[src/rtl/rra_pkg.sv]
// Shared types of the spare repair allocator.
// Assumes: nothing beyond the standard language.
package rra_pkg;
    // Outcome of examining one failure report against the current state.
    typedef enum logic [2:0] {
        DEC_IGNORE,   // covered or duplicate: no change
        DEC_PEND,     // becomes the pending failure
        DEC_ROW,      // claims the spare row
        DEC_COL,      // claims the spare column
        DEC_SPLIT,    // pending takes a spare, new one becomes pending
        DEC_LAST,     // pending takes the last spare, new one is unrepairable
        DEC_FAIL      // no spare can cover it
    } rra_dec_e;
endpackage

[src/rtl/rra_analyzer.sv]
// Repair analysis state machine for one spare row and one spare column.
// Holds at most one pending failure; allocates spares by the must-repair
// rule and keeps a sticky unrepairable flag.
// Assumes: start and done are single-cycle pulses; start wins over done,
// done wins over a failure strobe in the same cycle.
module rra_analyzer
    import rra_pkg::*;
#(
    parameter int ROW_W = 3,
    parameter int COL_W = 3
) (
    input  logic             clk,
    input  logic             rst_n,
    input  logic             start,
    input  logic             done,
    input  logic             fail_valid,
    input  logic [ROW_W-1:0] fail_row,
    input  logic [COL_W-1:0] fail_col,
    output logic             row_en,
    output logic [ROW_W-1:0] row_addr,
    output logic             col_en,
    output logic [COL_W-1:0] col_addr,
    output logic             unrep,
    output logic             sig_ready
);
    logic             pend_v;
    logic [ROW_W-1:0] pend_row;
    logic [COL_W-1:0] pend_col;
    logic             covered;
    logic             row_same;
    logic             col_same;
    logic             any_free;
    rra_dec_e         dec;

    // Classify the incoming failure against spares and the pending entry.
    always_comb begin
        covered  = (row_en && (fail_row == row_addr)) || (col_en && (fail_col == col_addr));
        row_same = pend_v && (fail_row == pend_row);
        col_same = pend_v && (fail_col == pend_col);
        any_free = !row_en || !col_en;
        dec      = DEC_IGNORE;
        if (covered || (row_same && col_same)) begin
            dec = DEC_IGNORE;
        end else if (row_same) begin
            dec = row_en ? DEC_FAIL : DEC_ROW;
        end else if (col_same) begin
            dec = col_en ? DEC_FAIL : DEC_COL;
        end else if (pend_v) begin
            dec = (!row_en && !col_en) ? DEC_SPLIT : DEC_LAST;
        end else begin
            dec = any_free ? DEC_PEND : DEC_FAIL;
        end
    end

    // Update spares, pending entry and flag on each cycle.
    always_ff @(posedge clk) begin
        if (!rst_n || start) begin
            row_en   <= 1'b0;
            row_addr <= '0;
            col_en   <= 1'b0;
            col_addr <= '0;
            pend_v   <= 1'b0;
            pend_row <= '0;
            pend_col <= '0;
            unrep    <= 1'b0;
        end else if (done) begin
            if (pend_v) begin
                if (!row_en) begin
                    row_en   <= 1'b1;
                    row_addr <= pend_row;
                end else if (!col_en) begin
                    col_en   <= 1'b1;
                    col_addr <= pend_col;
                end else begin
                    unrep    <= 1'b1;
                end
                pend_v <= 1'b0;
            end
        end else if (fail_valid) begin
            case (dec)
                DEC_PEND: begin
                    pend_v   <= 1'b1;
                    pend_row <= fail_row;
                    pend_col <= fail_col;
                end
                DEC_ROW: begin
                    row_en   <= 1'b1;
                    row_addr <= fail_row;
                    pend_v   <= 1'b0;
                end
                DEC_COL: begin
                    col_en   <= 1'b1;
                    col_addr <= fail_col;
                    pend_v   <= 1'b0;
                end
                DEC_SPLIT: begin
                    row_en   <= 1'b1;
                    row_addr <= pend_row;
                    pend_row <= fail_row;
                    pend_col <= fail_col;
                end
                DEC_LAST: begin
                    if (!row_en) begin
                        row_en   <= 1'b1;
                        row_addr <= pend_row;
                    end else begin
                        col_en   <= 1'b1;
                        col_addr <= pend_col;
                    end
                    pend_v <= 1'b0;
                    unrep  <= 1'b1;
                end
                DEC_FAIL: unrep <= 1'b1;
                default: ;
            endcase
        end
    end

    // Delay the end pulse by one cycle so the chain captures final values.
    always_ff @(posedge clk) begin
        if (!rst_n) sig_ready <= 1'b0;
        else        sig_ready <= done && !start;
    end
endmodule

[src/rtl/rra_chain.sv]
// Repair-register chain: parallel load of the signature, serial shift
// out MSB first with zero fill.
// Assumes: load has priority over shift.
module rra_chain #(
    parameter int W = 8
) (
    input  logic         clk,
    input  logic         rst_n,
    input  logic         load,
    input  logic [W-1:0] par_in,
    input  logic         shift,
    output logic         ser_out
);
    logic [W-1:0] sreg;

    // Capture or advance the chain contents.
    always_ff @(posedge clk) begin
        if (!rst_n)     sreg <= '0;
        else if (load)  sreg <= par_in;
        else if (shift) sreg <= {sreg[W-2:0], 1'b0};
    end

    assign ser_out = sreg[W-1];
endmodule

[src/rtl/rra_remap.sv]
// Same-cycle remap decision: flags accesses that fall on a repaired row
// or column so the bypass multiplexers select the spare.
// Assumes: repair addresses are stable while accesses are made.
module rra_remap #(
    parameter int ROW_W = 3,
    parameter int COL_W = 3
) (
    input  logic             row_en,
    input  logic [ROW_W-1:0] row_addr,
    input  logic             col_en,
    input  logic [COL_W-1:0] col_addr,
    input  logic [ROW_W-1:0] acc_row,
    input  logic [COL_W-1:0] acc_col,
    output logic             spare_row,
    output logic             spare_col
);
    // Compare the access address with each enabled repair address.
    always_comb begin
        spare_row = row_en && (acc_row == row_addr);
        spare_col = col_en && (acc_col == col_addr);
    end
endmodule

[src/rtl/spare_repair_alloc.sv]
// Top of the spare row/column repair allocator: analysis, signature
// chain and access remap.
// Assumes: failure reports come from a comparator in the test clock domain.
module spare_repair_alloc #(
    parameter int ROW_W = 3,
    parameter int COL_W = 3
) (
    input  logic             clk,
    input  logic             rst_n,
    input  logic             ana_start,
    input  logic             ana_done,
    input  logic             fail_valid,
    input  logic [ROW_W-1:0] fail_row,
    input  logic [COL_W-1:0] fail_col,
    output logic             rep_row_en,
    output logic [ROW_W-1:0] rep_row_addr,
    output logic             rep_col_en,
    output logic [COL_W-1:0] rep_col_addr,
    output logic             unrepairable,
    input  logic             chain_shift,
    output logic             chain_out,
    input  logic [ROW_W-1:0] acc_row,
    input  logic [COL_W-1:0] acc_col,
    output logic             use_spare_row,
    output logic             use_spare_col
);
    localparam int SIG_W = ROW_W + COL_W + 2;

    logic             sig_ready;
    logic [SIG_W-1:0] sig_vec;

    rra_analyzer #(.ROW_W(ROW_W), .COL_W(COL_W)) u_ana (
        .clk        (clk),
        .rst_n      (rst_n),
        .start      (ana_start),
        .done       (ana_done),
        .fail_valid (fail_valid),
        .fail_row   (fail_row),
        .fail_col   (fail_col),
        .row_en     (rep_row_en),
        .row_addr   (rep_row_addr),
        .col_en     (rep_col_en),
        .col_addr   (rep_col_addr),
        .unrep      (unrepairable),
        .sig_ready  (sig_ready)
    );

    assign sig_vec = {rep_row_en, rep_row_addr, rep_col_en, rep_col_addr};

    rra_chain #(.W(SIG_W)) u_chain (
        .clk     (clk),
        .rst_n   (rst_n),
        .load    (sig_ready),
        .par_in  (sig_vec),
        .shift   (chain_shift),
        .ser_out (chain_out)
    );

    rra_remap #(.ROW_W(ROW_W), .COL_W(COL_W)) u_remap (
        .row_en    (rep_row_en),
        .row_addr  (rep_row_addr),
        .col_en    (rep_col_en),
        .col_addr  (rep_col_addr),
        .acc_row   (acc_row),
        .acc_col   (acc_col),
        .spare_row (use_spare_row),
        .spare_col (use_spare_col)
    );
endmodule

[config.mk]
export PLATFORM = sky130hd
export DESIGN_NAME = spare_repair_alloc
export DESIGN_NICKNAME = d
export VERILOG_FILES = /design/src/rtl/rra_pkg.sv /design/src/rtl/rra_analyzer.sv /design/src/rtl/rra_chain.sv /design/src/rtl/rra_remap.sv /design/src/rtl/spare_repair_alloc.sv
export SDC_FILE = /design/constraint.sdc
export NUM_CORES = 1
export LEC_CHECK = 0
export BUFFER_PORTS_ARGS = -buffer_cell sky130_fd_sc_hd__buf_2
export CAP_MARGIN = 40
export CORE_MARGIN = 2
export CORE_UTILIZATION = 42
export DETAILED_ROUTE_END_ITERATION = 8
export PLACE_DENSITY = 0.72
export SYNTH_ARGS = -nofsm -noshare
export SYNTH_HDL_FRONTEND = slang
export SYNTH_HIERARCHICAL = 1
export SYNTH_SLANG_ARGS = --single-unit
[constraint.sdc]
create_clock -name clk -period 2.5 [get_ports clk]
set_input_delay 0.125 -clock clk [delete_from_list [all_inputs] [get_ports clk]]
set_output_delay 0.125 -clock clk [all_outputs]
set_load 0.01 [all_outputs]
==> metrics, run 1 <==
antenna violations before repair 0; register area 500 µm²; PortBufs 29; Setup Fix Bufs, Post-CTS 0; DRC 0; CTS resizes 0; Area contributors post-synth dfxtp_1 (30%), xnor2_1 (9.4%), mux2_4 (6.3%); Gate power share roughly 16%; htree depth 1; worst hold path stage count 3; WL per Instance 14.2 µm; Worst Tran Pin Value 0.473 ns; nets@finish 230; die extent in x 67.3 µm; clock latency on the worst-skew pair 0.26 ns; min Tclk post-route 1.92 ns; Setup CP Type reg2reg; post-cts hold buffer count 0; crit-path max FO 16; final hold violations 0; Top Ports 30; Cells after DPL 255; Worst Reg-to-Reg Cells 5; slowest cell delay on critical path 0.62 ns; Worst Hold Margin 0.152 ns; largest area contributor in the netlist dfxtp_1; Clock transition at path regs 0.09 ns; CTS Buffer Depth 2; max-cap viol count 0; Synth top area share 29.8%; R2R setup slack 0.58 ns; most frequent cells in the layout buf_2 (29), dfxtp_1 (25), xnor2_1 (18); total iterations of the first detailed-routing run 4; P_int 580 µW; fillcell total 364; Routed WL approximately 3.7 mm; Antenna Violating Nets Remaining 0; Netlist Area Pre-Place around 0.0017 mm²; Clk pwr share 30.1%; RR Startpoint u_ana/row_en$_SDFFE_PP0P_; Final Setup Violations 0; first-pass GRT wire length around 6.3 mm; Worst path slowest cell dfxtp_1; most common cell after layout, fill and taps aside buf_2; area of the multi-input gates 0.00110 mm²; CTS tree done; post-route cell area 0.00190 mm²; setup_tns 0 ns; Initial Util between 40% and 50%; FP Rows 22; critical path cell sequence nand4_1 > and3_4 > a21oi_4 > o221ai_2 > a221oi_1; Layout Cells excl Fill 259; Final period util 76.9%; Vias around 1,400; Num CTS Buffers 3; root buf cell clkbuf_8; share of post-route cells with drive strength above 1 between 20% and 30%; worst hold start fail_row[2]; Flop pwr share 53.7%; yosys synthesis warning count 6; relative slew slack 68.4%; DIE AREA 0.00452 mm²; dpl ws slightly above 0.6 ns; routed vias/inst 5.59; Max VDD drop between 0.3 and 0.4 mV; GP Congestion 0.823; HPWL Detailed approximately 2.8 mm; vias in the first global route 1,356; gr usage total 17.9%; clk_skew around 0.0046 ns; sequential share of the synthesized area 29.8%; Sw Pwr 200 µW; Worst Path Required 2.67 ns; grt total ovfl 0; antenna cell count 0; Placed Instance Area around 0.0019 mm²; Avg Cell Area, Syn about 9.0 µm²; pwr/cell area 411 mW/mm²; worst reg2reg path endpoint u_ana/row_addr[0]$_SDFFE_PP0P_; sw frac 25.7%; final-report max-slew violation count 0; largest net degree at the start of global routing 21; Starting DRT DRC Count 68; Final Worst Setup Slack 0.577 ns; post-synthesis cell count 186; CP endpoint kind flip-flop; CORE AREA 0.00374 mm²; synthesis-to-finish area growth 13.0%; FMAX 520 MHz; Leak 0.816 nW; syn_nets 204; Worst setup SP type flip-flop; Yosys cell types 45; Worst Hold Class in2reg; Hold Crit Endpoint u_ana/pend_row[2]$_SDFFE_PP0P_; Die Span Y 67.3 µm; RSZ-0062 raised after global routing false; status completed; Worst Path Arrival 2.10 ns; #FFs+latches synth 25; clock sinks 25
layer usage:
metal	part of all wire [%]	GRT usage (%)
met1	47	24.1
met2	47	29.7
met3	5.1	3.00
met4	1.0	4.59
met5	0	0
registers in the layout (all words and copies together), names as in the netlist:
| name | count |
|---|---|
| u_ana/col_addr | 3 |
| u_ana/col_en | 1 |
| u_ana/pend_col | 3 |
| u_ana/pend_row | 3 |
| u_ana/pend_v | 1 |
| u_ana/row_addr | 3 |
| u_ana/row_en | 1 |
| u_ana/sig_ready | 1 |
| u_ana/unrep | 1 |
| u_chain/sreg | 8 |
stage by stage:
stage / utilization (%) / power [mW]
2_1_floorplan: - / 0.515
3_3_place_gp: 49.5 / 0.553
3_5_place_dp: 49.5 / 0.554
4_1_cts: 50.7 / 0.792
5_1_grt: 50.7 / 0.813
6_report: 50.7 / 0.780
cells by family (layout without fill, tap and decap cells):
family          Yosys count  after routing  share of synthesized area [%]
xor+xnor                 21             21                           10.9
compound gates           48             48                           23.5
simple gates             61             61                           20.8
buf+inv                  17             42                           4.62
mux                      14             14                           10.4
flops                    25             25                           29.8
worst max-delay path by stage:
stage | startpoint | endpoint | slack, ns | cells after the start
after CTS | u_ana/row_en$_SDFFE_PP0P_ | u_ana/row_addr[0]$_SDFFE_PP0P_ | 0.58 | 5
after global routing | u_ana/row_en$_SDFFE_PP0P_ | u_ana/row_addr[1]$_SDFFE_PP0P_ | 0.47 | 5
after detailed placement | u_ana/row_en$_SDFFE_PP0P_ | u_ana/row_addr[0]$_SDFFE_PP0P_ | 0.60 | 5
after global placement | u_ana/row_en$_SDFFE_PP0P_ | u_ana/row_addr[0]$_SDFFE_PP0P_ | 0.60 | 5
after floorplan | u_ana/col_en$_SDFFE_PP0P_ | u_ana/col_addr[0]$_SDFFE_PP0P_ | 0.84 | 7
final | u_ana/row_en$_SDFFE_PP0P_ | u_ana/row_addr[0]$_SDFFE_PP0P_ | 0.58 | 5
synth_stat cells:
master and n:
nand4b_1 1, nor2b_1 5, nand4_1 2, mux2i_1 7, buf_4 1, a21oi_4 1, or2b_1 1, buf_2 2
a41o_1 1, buf_6 1, o31ai_1 2, o21ai_2 1, nand3_1 8, a41oi_1 1, a21boi_1 1, a21oi_1 7
and4_1 4, o21ai_0 12, o2111a_1 1, clkbuf_1 6, a221oi_1 3, and3_4 1, a31oi_4 1, o21a_1 2
inv_1 6, xnor2_1 18, a31oi_1 1, and3_1 1, or2_2 3, mux2_4 7, buf_1 1, dfxtp_1 25
o2bb2a_4 1, a32o_1 3, or3b_1 1, nor4_1 1, o211ai_1 1, nor2_1 6, nand2_1 14, nand2b_1 10
o211a_1 8, xor2_1 3, o221ai_2 1, nand4_2 1, and2_1 2
worst max-delay path: cells and delay by family (launching register included):
family             cells  cell delay, ns
DFF                    1            0.62
AOI/OAI and AO/OA      3            0.68
and+or+nand+nor        2            0.53
layout make-up:
class | count | share of cell area [%]
Inverter | 6 | 1.19
Tap cell | 48 | 3.16
Clock buffer | 3 | 2.17
Sequential cell | 25 | 26.4
Timing Repair Buffer | 32 | 8.83
Multi-Input combinational cell | 144 | 58.0
Clock inverter | 1 | 0.264
power by group through the flow:
| stage | Combinational (mW) | Sequential (mW) | Clock, mW |
|---|---|---|---|
| 2_1_floorplan | 0.0897 | 0.425 | 0 |
| 3_3_place_gp | 0.125 | 0.429 | 0 |
| 3_5_place_dp | 0.126 | 0.429 | 0 |
| 4_1_cts | 0.126 | 0.419 | 0.246 |
| 5_1_grt | 0.139 | 0.421 | 0.253 |
| 6_report | 0.126 | 0.419 | 0.235 |
Power figures use the tool's default switching activity.
==> inputs of run 2 (changes only) <==
--- a/config.mk
+++ b/config.mk
@@ -5,12 +5,13 @@
 export SDC_FILE = /design/constraint.sdc
 export NUM_CORES = 1
 export LEC_CHECK = 0
+export ABC_AREA = 1
 export BUFFER_PORTS_ARGS = -buffer_cell sky130_fd_sc_hd__buf_2
 export CAP_MARGIN = 40
 export CORE_MARGIN = 2
 export CORE_UTILIZATION = 42
 export DETAILED_ROUTE_END_ITERATION = 8
-export PLACE_DENSITY = 0.72
+export PLACE_DENSITY = 0.71
 export SYNTH_ARGS = -nofsm -noshare
 export SYNTH_HDL_FRONTEND = slang
 export SYNTH_HIERARCHICAL = 1
==> constraint.sdc (replaced) <==
create_clock -name clk -period 1.9 [get_ports clk]
set_input_delay 0.095 -clock clk [delete_from_list [all_inputs] [get_ports clk]]
set_output_delay 0.095 -clock clk [all_outputs]
set_load 0.01 [all_outputs]
==> metrics, run 2 <==
status complete, but fails checks (was completed); failing checks negative setup slack; Area contributors post-synth nand2_1 (26%), dfxtp_1 (25%), inv_1 (11%) (was dfxtp_1 (30%), xnor2_1 (9.4%), mux2_4 (6.3%)); syn_nets 373 (was 204); Die Span Y 72.6 µm (was 67.3 µm); ys async rst share 0% (unchanged); most common cell after layout, fill and taps aside nand2_1 (was buf_2); Setup CP Type reg2reg (unchanged); die extent in x 72.6 µm (was 67.3 µm); Worst path slowest cell dfxtp_2 (was dfxtp_1); Final period util 102% (was 76.9%); WL met2 2.61 mm (was 1.73 mm); DRC 0 (unchanged); Yosys cell types 27 (was 45); delay-heaviest family, CP simple AND/OR/NAND/NOR gates (was compound AO/OA/AOI/OAI gates); CTS Buffer Depth 2 (unchanged); fillcell total 452 (was 364); post-synthesis cell count 355 (was 186); Buf/Inv on CP 2 (was 0); post-route cell area 0.00248 mm² (was 0.00190 mm²); post-cts hold buffer count 0 (unchanged); Netlist Area Pre-Place 0.00198 mm² (was 0.00168 mm²); Antenna Violating Nets Remaining 0 (unchanged); root buf cell clkbuf_8 (unchanged); synthesis-to-finish area growth 25.4% (was 13.0%); CTS tree done (unchanged); total iterations of the first detailed-routing run 5 (was 4); Post-synth top cells nand2_1 (137), inv_1 (60), nor2_1 (38) (was dfxtp_1 (25), xnor2_1 (18), nand2_1 (14)); largest area contributor in the netlist nand2_1 (was dfxtp_1); grt total ovfl 0 (unchanged); CORE AREA 0.00444 mm² (was 0.00374 mm²); slowest cell delay on critical path 0.36 ns (was 0.62 ns); htree depth 1 (unchanged); Final Worst Setup Slack -0.0397 ns (was 0.577 ns); top-count cell post-synth nand2_1 (was dfxtp_1); uppermost layer routed met4 (unchanged); FMAX 516 MHz (was 520 MHz); share of post-route cells with drive strength above 1 27.6% (was 25.1%); Starting DRT DRC Count 119 (was 68); HPWL Detailed 3.91 mm (was 2.75 mm); critical path cell sequence inv_2 > nand2_1 > nand2_1 > nor2_2 > nand2_2 > nand2_2 > nand2_4 > nor2_4 > nand2_2 > clkinv_4 > nand2_8 > nand3_4 > nand2_2 > nor2_4 > nor2_1 > nor2_2 (was nand4_1 > and3_4 > a21oi_4 > o221ai_2 > a221oi_1); PortBufs 29 (unchanged); Top Ports 30 (unchanged); Vias 2,288 (was 1,448); sequential share of the synthesized area 25.3% (was 29.8%); most frequent cells in the layout nand2_1 (131), inv_1 (55), nor2_1 (34) (was buf_2 (29), dfxtp_1 (25), xnor2_1 (18)); RSZ-0062 raised after global routing true (was false); max-cap viol count 0 (unchanged); Initial Util 44.5% (was 44.9%); Max VDD drop 0.327 mV (was 0.371 mV); metal3 WL 343 µm (was 189 µm); routed vias/inst 5.04 (was 5.59); most frequent CP cell nand2_2; Worst Tran Pin Value 0.485 ns (was 0.473 ns); relative slew slack 67.6% (was 68.4%); FP Rows 24 (was 22); Worst Path Required 2.10 ns (was 2.67 ns); min Tclk post-route 1.94 ns (was 1.92 ns); first-pass GRT wire length 8.41 mm (was 6.29 mm); Worst Hold Margin 0.0984 ns (was 0.152 ns); nets@finish 421 (was 230); GP Congestion 0.943 (was 0.823); antenna cell count 0 (unchanged); Worst setup SP type flip-flop (unchanged); Most used DFF post-synth dfxtp_1 (unchanged); met1 WL 2.34 mm (was 1.71 mm); WL per Instance 11.9 µm (was 14.2 µm); Final Setup Violations 3 (was 0); largest register by flop count u_chain/sreg (unchanged); Placed Instance Area 0.00224 mm² (was 0.00185 mm²); final-report max-slew violation count 0 (unchanged); Worst Hold Class in2reg (unchanged); Routed WL 5.42 mm (was 3.67 mm); clock sinks 25 (unchanged); Clock transition at path regs 0.09 ns (about the same); pwr/cell area 463 mW/mm² (was 411 mW/mm²); Leak 1.29 nW (was 0.816 nW); Worst Path Arrival 2.14 ns (was 2.10 ns); clock latency on the worst-skew pair 0.28 ns (was 0.26 ns); antenna violations before repair 0 (unchanged); vias in the first global route 1,947 (was 1,356); clk_skew 0.00348 ns (was 0.00462 ns); Largest register FFs 8 (unchanged); Num CTS Buffers 3 (unchanged); CP endpoint kind flip-flop (unchanged); Post-synth EDFFs 0 (unchanged); Avg Cell Area, Syn 5.57 µm² (was 9.03 µm²); largest net degree at the start of global routing 16 (was 21); #FFs+latches synth 25 (unchanged); Synth top area share 26.0% (was 29.8%); crit-path max FO 7 (was 16); yosys synthesis warning count 6 (unchanged); gr usage total 19.9% (was 17.9%); DIE AREA 0.00527 mm² (was 0.00452 mm²); final hold violations 0 (unchanged)
## run 2: changes by cell type after synthesis, moves of 8 or more
cell and delta:
nand3_1 +26, inv_1 +54, nor2_1 +32, xnor2_1 -18, nand2b_1 -10, nand2_1 +123
o211a_1 -8
## run 2: logic make-up (layout without fill, tap and decap cells)
kind of cell	Yosys count	after routing	share of synthesized area [%]
flops	25	25	25.3
compound gates	29	30	9.12
buf+inv	72	118	15.2
simple gates	229	229	50.3
## run 2: area by class of cell
| class | count | area (µm²) | share of cell area, % |
|---|---|---|---|
| clock inverters | 1 | 7.51 | 0.303 |
| clock buffers | 3 | 41.3 | 1.67 |
| multi-input cells | 259 | 1270 | 51.5 |
| repair buffers | 48 | 317 | 12.8 |
| well taps | 52 | 65.1 | 2.63 |
| inverters | 66 | 253 | 10.2 |
| flip-flops and latches | 25 | 519 | 21.0 |
## run 2: worst paths after layout
| path | slack [ns] | from | depth (start not counted) | endpoint |
|---|---|---|---|---|
| max | -0.04 | u_ana/pend_col[1]$_SDFFE_PP0P_ | 16 | u_ana/col_addr[2]$_SDFFE_PP0P_ |
| min | 0.1 | rst_n | 3 | u_chain/sreg[7]$_SDFFE_PN0P_ |
| min reg2reg | 0.46 | u_ana/unrep$_SDFFE_PP0P_ | 2 | u_ana/unrep$_SDFFE_PP0P_ |
| max reg2reg | -0.04 | u_ana/pend_col[1]$_SDFFE_PP0P_ | 16 | u_ana/col_addr[2]$_SDFFE_PP0P_ |
## run 2: metal layers
layer	up-vias	track usage, %
met3	12	3.18
li1	1176	-
met4	0	6.79
met2	84	33.1
met1	1016	26.1
met5	-	0
## run 2: tightest hold or removal path: stages
cell and delay (ns):
buf_2 0.15, nand2_1 0.07, inv_1 0.03
## run 2: what timing repair did
action	CTS	global route
pin swaps	4	21
setup buffers	0	7
resized for setup	8	33
cloned	0	1
setup endpoints to repair	4	12
## run 2: through the flow
step	setup TNS [ns]	instances	setup WS (ns)	total power, mW	utilization (%)
floorplan	0	355	0.122	0.717	-
global placement	0	442	0.0312	0.787	50.4
detailed placement	-0.00373	442	-0.00373	0.789	50.4
CTS	-0.00529	446	-0.00529	1.12	51.7
global route	-0.758	454	-0.133	1.21	55.7
finish	-0.0562	454	-0.0397	1.15	55.7
## run 2: where the power goes
group	switching [mW]	internal, mW
combinational	0.165	0.100
sequential	0.0137	0.535
clock	0.185	0.149
total	0.363	0.784
==> inputs of run 3 (changes only) <==
--- a/config.mk
+++ b/config.mk
@@ -8,7 +8,7 @@
 export ABC_AREA = 1
 export BUFFER_PORTS_ARGS = -buffer_cell sky130_fd_sc_hd__buf_2
 export CAP_MARGIN = 40
-export CORE_MARGIN = 2
+export CORE_MARGIN = 4
 export CORE_UTILIZATION = 42
 export DETAILED_ROUTE_END_ITERATION = 8
 export PLACE_DENSITY = 0.71
==> metrics, run 3 (synthesized netlist as in run 2, its figures left out) <==
CTS Buffer Depth 2 (unchanged); dpl ws -0.0133 ns (was -0.00373 ns); Final Setup Violations 0 (was 3); DRC 0 (unchanged); Flop pwr share 48.1% (was 47.8%); GR Util met2 28.9% (was 33.1%); Worst Hold Margin 0.101 ns (was 0.0984 ns); share of post-route cells with drive strength above 1 30.7% (was 27.6%); Gate power share 23.2% (was 23.1%); Sw Pwr 359 µW (was 363 µW); clk_skew 0.00829 ns (was 0.00348 ns); die extent in x 76.6 µm (was 72.6 µm); Starting DRT DRC Count 145 (was 119); CP endpoint kind flip-flop (unchanged); Top Ports 30 (unchanged); global-route met1 utilization 22.6% (was 26.1%); synthesis-to-finish area growth 27.2% (was 25.4%); Routed WL 5.33 mm (was 5.42 mm); Final Worst Setup Slack 0.0590 ns (was -0.0397 ns); critical path cell sequence buf_4 > nand3_1 > nand2_1 > nand2_4 > nand2_4 > nor2_4 > nand2_2 > clkinv_4 > nand2_8 > nand3_4 > nand2_4 > nor2_4 > nand2_1 > nand2_1 > nor2_1 (was inv_2 > nand2_1 > nand2_1 > nor2_2 > nand2_2 > nand2_2 > nand2_4 > nor2_4 > nand2_2 > clkinv_4 > nand2_8 > nand3_4 > nand2_2 > nor2_4 > nor2_1 > nor2_2); post-cts hold buffer count 0 (unchanged); clock sinks 25 (unchanged); Worst path slowest cell dfxtp_2 (unchanged); Vias 2,219 (was 2,288); FMAX 543 MHz (was 516 MHz); Initial Util 44.5% (unchanged); crit-path max FO 6 (was 7); clock latency on the worst-skew pair 0.27 ns (was 0.28 ns); CORE AREA 0.00444 mm² (unchanged); root buf cell clkbuf_8 (unchanged); most used routing layer met2 (unchanged); Largest register FFs 8 (unchanged); WL per Instance 11.6 µm (was 11.9 µm); DIE AREA 0.00587 mm² (was 0.00527 mm²); final hold violations 0 (unchanged); min Tclk post-route 1.84 ns (was 1.94 ns); Leak 1.34 nW (was 1.29 nW); fillcell total 430 (was 452); routed vias/inst 4.83 (was 5.04); relative slew slack 68.9% (was 67.6%); grt total ovfl 0 (unchanged); Placed Instance Area 0.00226 mm² (was 0.00224 mm²); Clk pwr share 28.7% (was 29.1%); largest register by flop count u_chain/sreg (unchanged); Max VDD drop 0.260 mV (was 0.327 mV); area of the multi-input gates 0.00130 mm² (was 0.00127 mm²); Worst Path Required 2.07 ns (was 2.10 ns); RSZ-0062 raised after global routing true (unchanged); most frequent cells in the layout nand2_1 (128), inv_1 (51), nor2_1 (34) (was nand2_1 (131), inv_1 (55), nor2_1 (34)); Die Span Y 76.6 µm (was 72.6 µm); HPWL Detailed 3.90 mm (was 3.91 mm); Worst setup SP type flip-flop (unchanged); pwr/cell area 455 mW/mm² (was 463 mW/mm²); max-cap viol count 0 (unchanged); gr usage total 17.3% (was 19.9%); vias in the first global route 1,930 (was 1,947); antenna violations before repair 0 (unchanged); Worst Path Arrival 2.01 ns (was 2.14 ns); Worst Hold Class in2reg (unchanged); status completed (was complete, but fails checks); total iterations of the first detailed-routing run 4 (was 5); sw frac 31.4% (was 31.7%); register area 520 µm² (was 519 µm²); post-route cell area 0.00251 mm² (was 0.00248 mm²); Num CTS Buffers 3 (unchanged); slowest cell delay on critical path 0.35 ns (was 0.36 ns); antenna cell count 0 (unchanged); first-pass GRT wire length 8.56 mm (was 8.41 mm); CTS tree done (unchanged); Worst Tran Pin Value 0.465 ns (was 0.485 ns); Setup CP Type reg2reg (unchanged); Antenna Violating Nets Remaining 0 (unchanged); FP Rows 24 (unchanged); largest net degree at the start of global routing 16 (unchanged); htree depth 1 (unchanged); most common cell after layout, fill and taps aside nand2_1 (unchanged); nets@finish 426 (was 421); final-report max-slew violation count 0 (unchanged); P_int 785 µW (was 784 µW); PortBufs 29 (unchanged); Tot Pwr 1.14 mW (was 1.15 mW); met3 Usage GRT 2.48% (was 3.18%); Clock transition at path regs 0.10 ns (was 0.09 ns); GP Congestion 0.930 (was 0.943); Final period util 96.9% (was 102%)
## run 3: changes by cell type in the layout (fill, tap and decap cells not counted), sizes merged
| cell | delta |
|---|---|
| buf | +5 |
| inv | +1 |
| clkinv | -1 |
## run 3: cell type report
type                       instances  share of cell area (%)
sequential                        25                    20.7
inverter                          66                    10.1
timing repair buffer              53                    12.9
multi-input combinational        259                    51.7
clock inverter                     1                   0.299
tap                               52                    2.59
clock buffer                       3                    1.64
## run 3: power by group through the flow
stage                     sequential, mW  clock (mW)  combinational (mW)
after floorplan                    0.559           0               0.158
after global placement             0.560           0               0.225
after detailed placement           0.561           0               0.227
after CTS                          0.549       0.350               0.231
after global routing               0.552       0.359               0.298
final                              0.550       0.329               0.265
## run 3: path summary, 6_finish.rpt
kind                                   from                             end  slack [ns]  depth (start not counted)
setup reg to reg  u_ana/row_en$_SDFFE_PP0P_  u_ana/col_addr[2]$_SDFFE_PP0P_        0.06                         15
hold reg to reg    u_ana/unrep$_SDFFE_PP0P_        u_ana/unrep$_SDFFE_PP0P_        0.47                          2
hold / removal                     ana_done       u_ana/pend_v$_SDFFE_PP0P_        0.10                          2
setup / recovery  u_ana/row_en$_SDFFE_PP0P_  u_ana/col_addr[2]$_SDFFE_PP0P_        0.06                         15
## run 3: stage by stage
stage | TNS [ns] | instances | utilization (%)
floorplan | 0 | 355 | -
global placement | 0 | 446 | 50.8
finish | 0 | 459 | 56.5
CTS | 0 | 450 | 52.2
global route | -0.342 | 459 | 56.5
detailed placement | -0.0133 | 446 | 50.8
## run 3: worst max-delay path, delay by kind of cell (launching register included)
kind / cells / cell delay (ns)
DFF: 1 / 0.35
buffers and inverters: 2 / 0.25
and+or+nand+nor: 13 / 1.15
## run 3: timing repair
item                                    in CTS  in global routing
endpoints found under the setup margin       7                 13
buffers inserted                             0                  8
resized for setup                            4                 49
pin swaps                                    0                 16
gates cloned                                 0                  1
## run 3: metal layers
| layer | vias to the layer above | part of all wire [%] |
|---|---|---|
| met2 | 53 | 48 |
| met5 | - | 0 |
| met4 | 0 | 2.3 |
| li1 | 1176 | - |
| met3 | 12 | 4.4 |
| met1 | 978 | 45 |
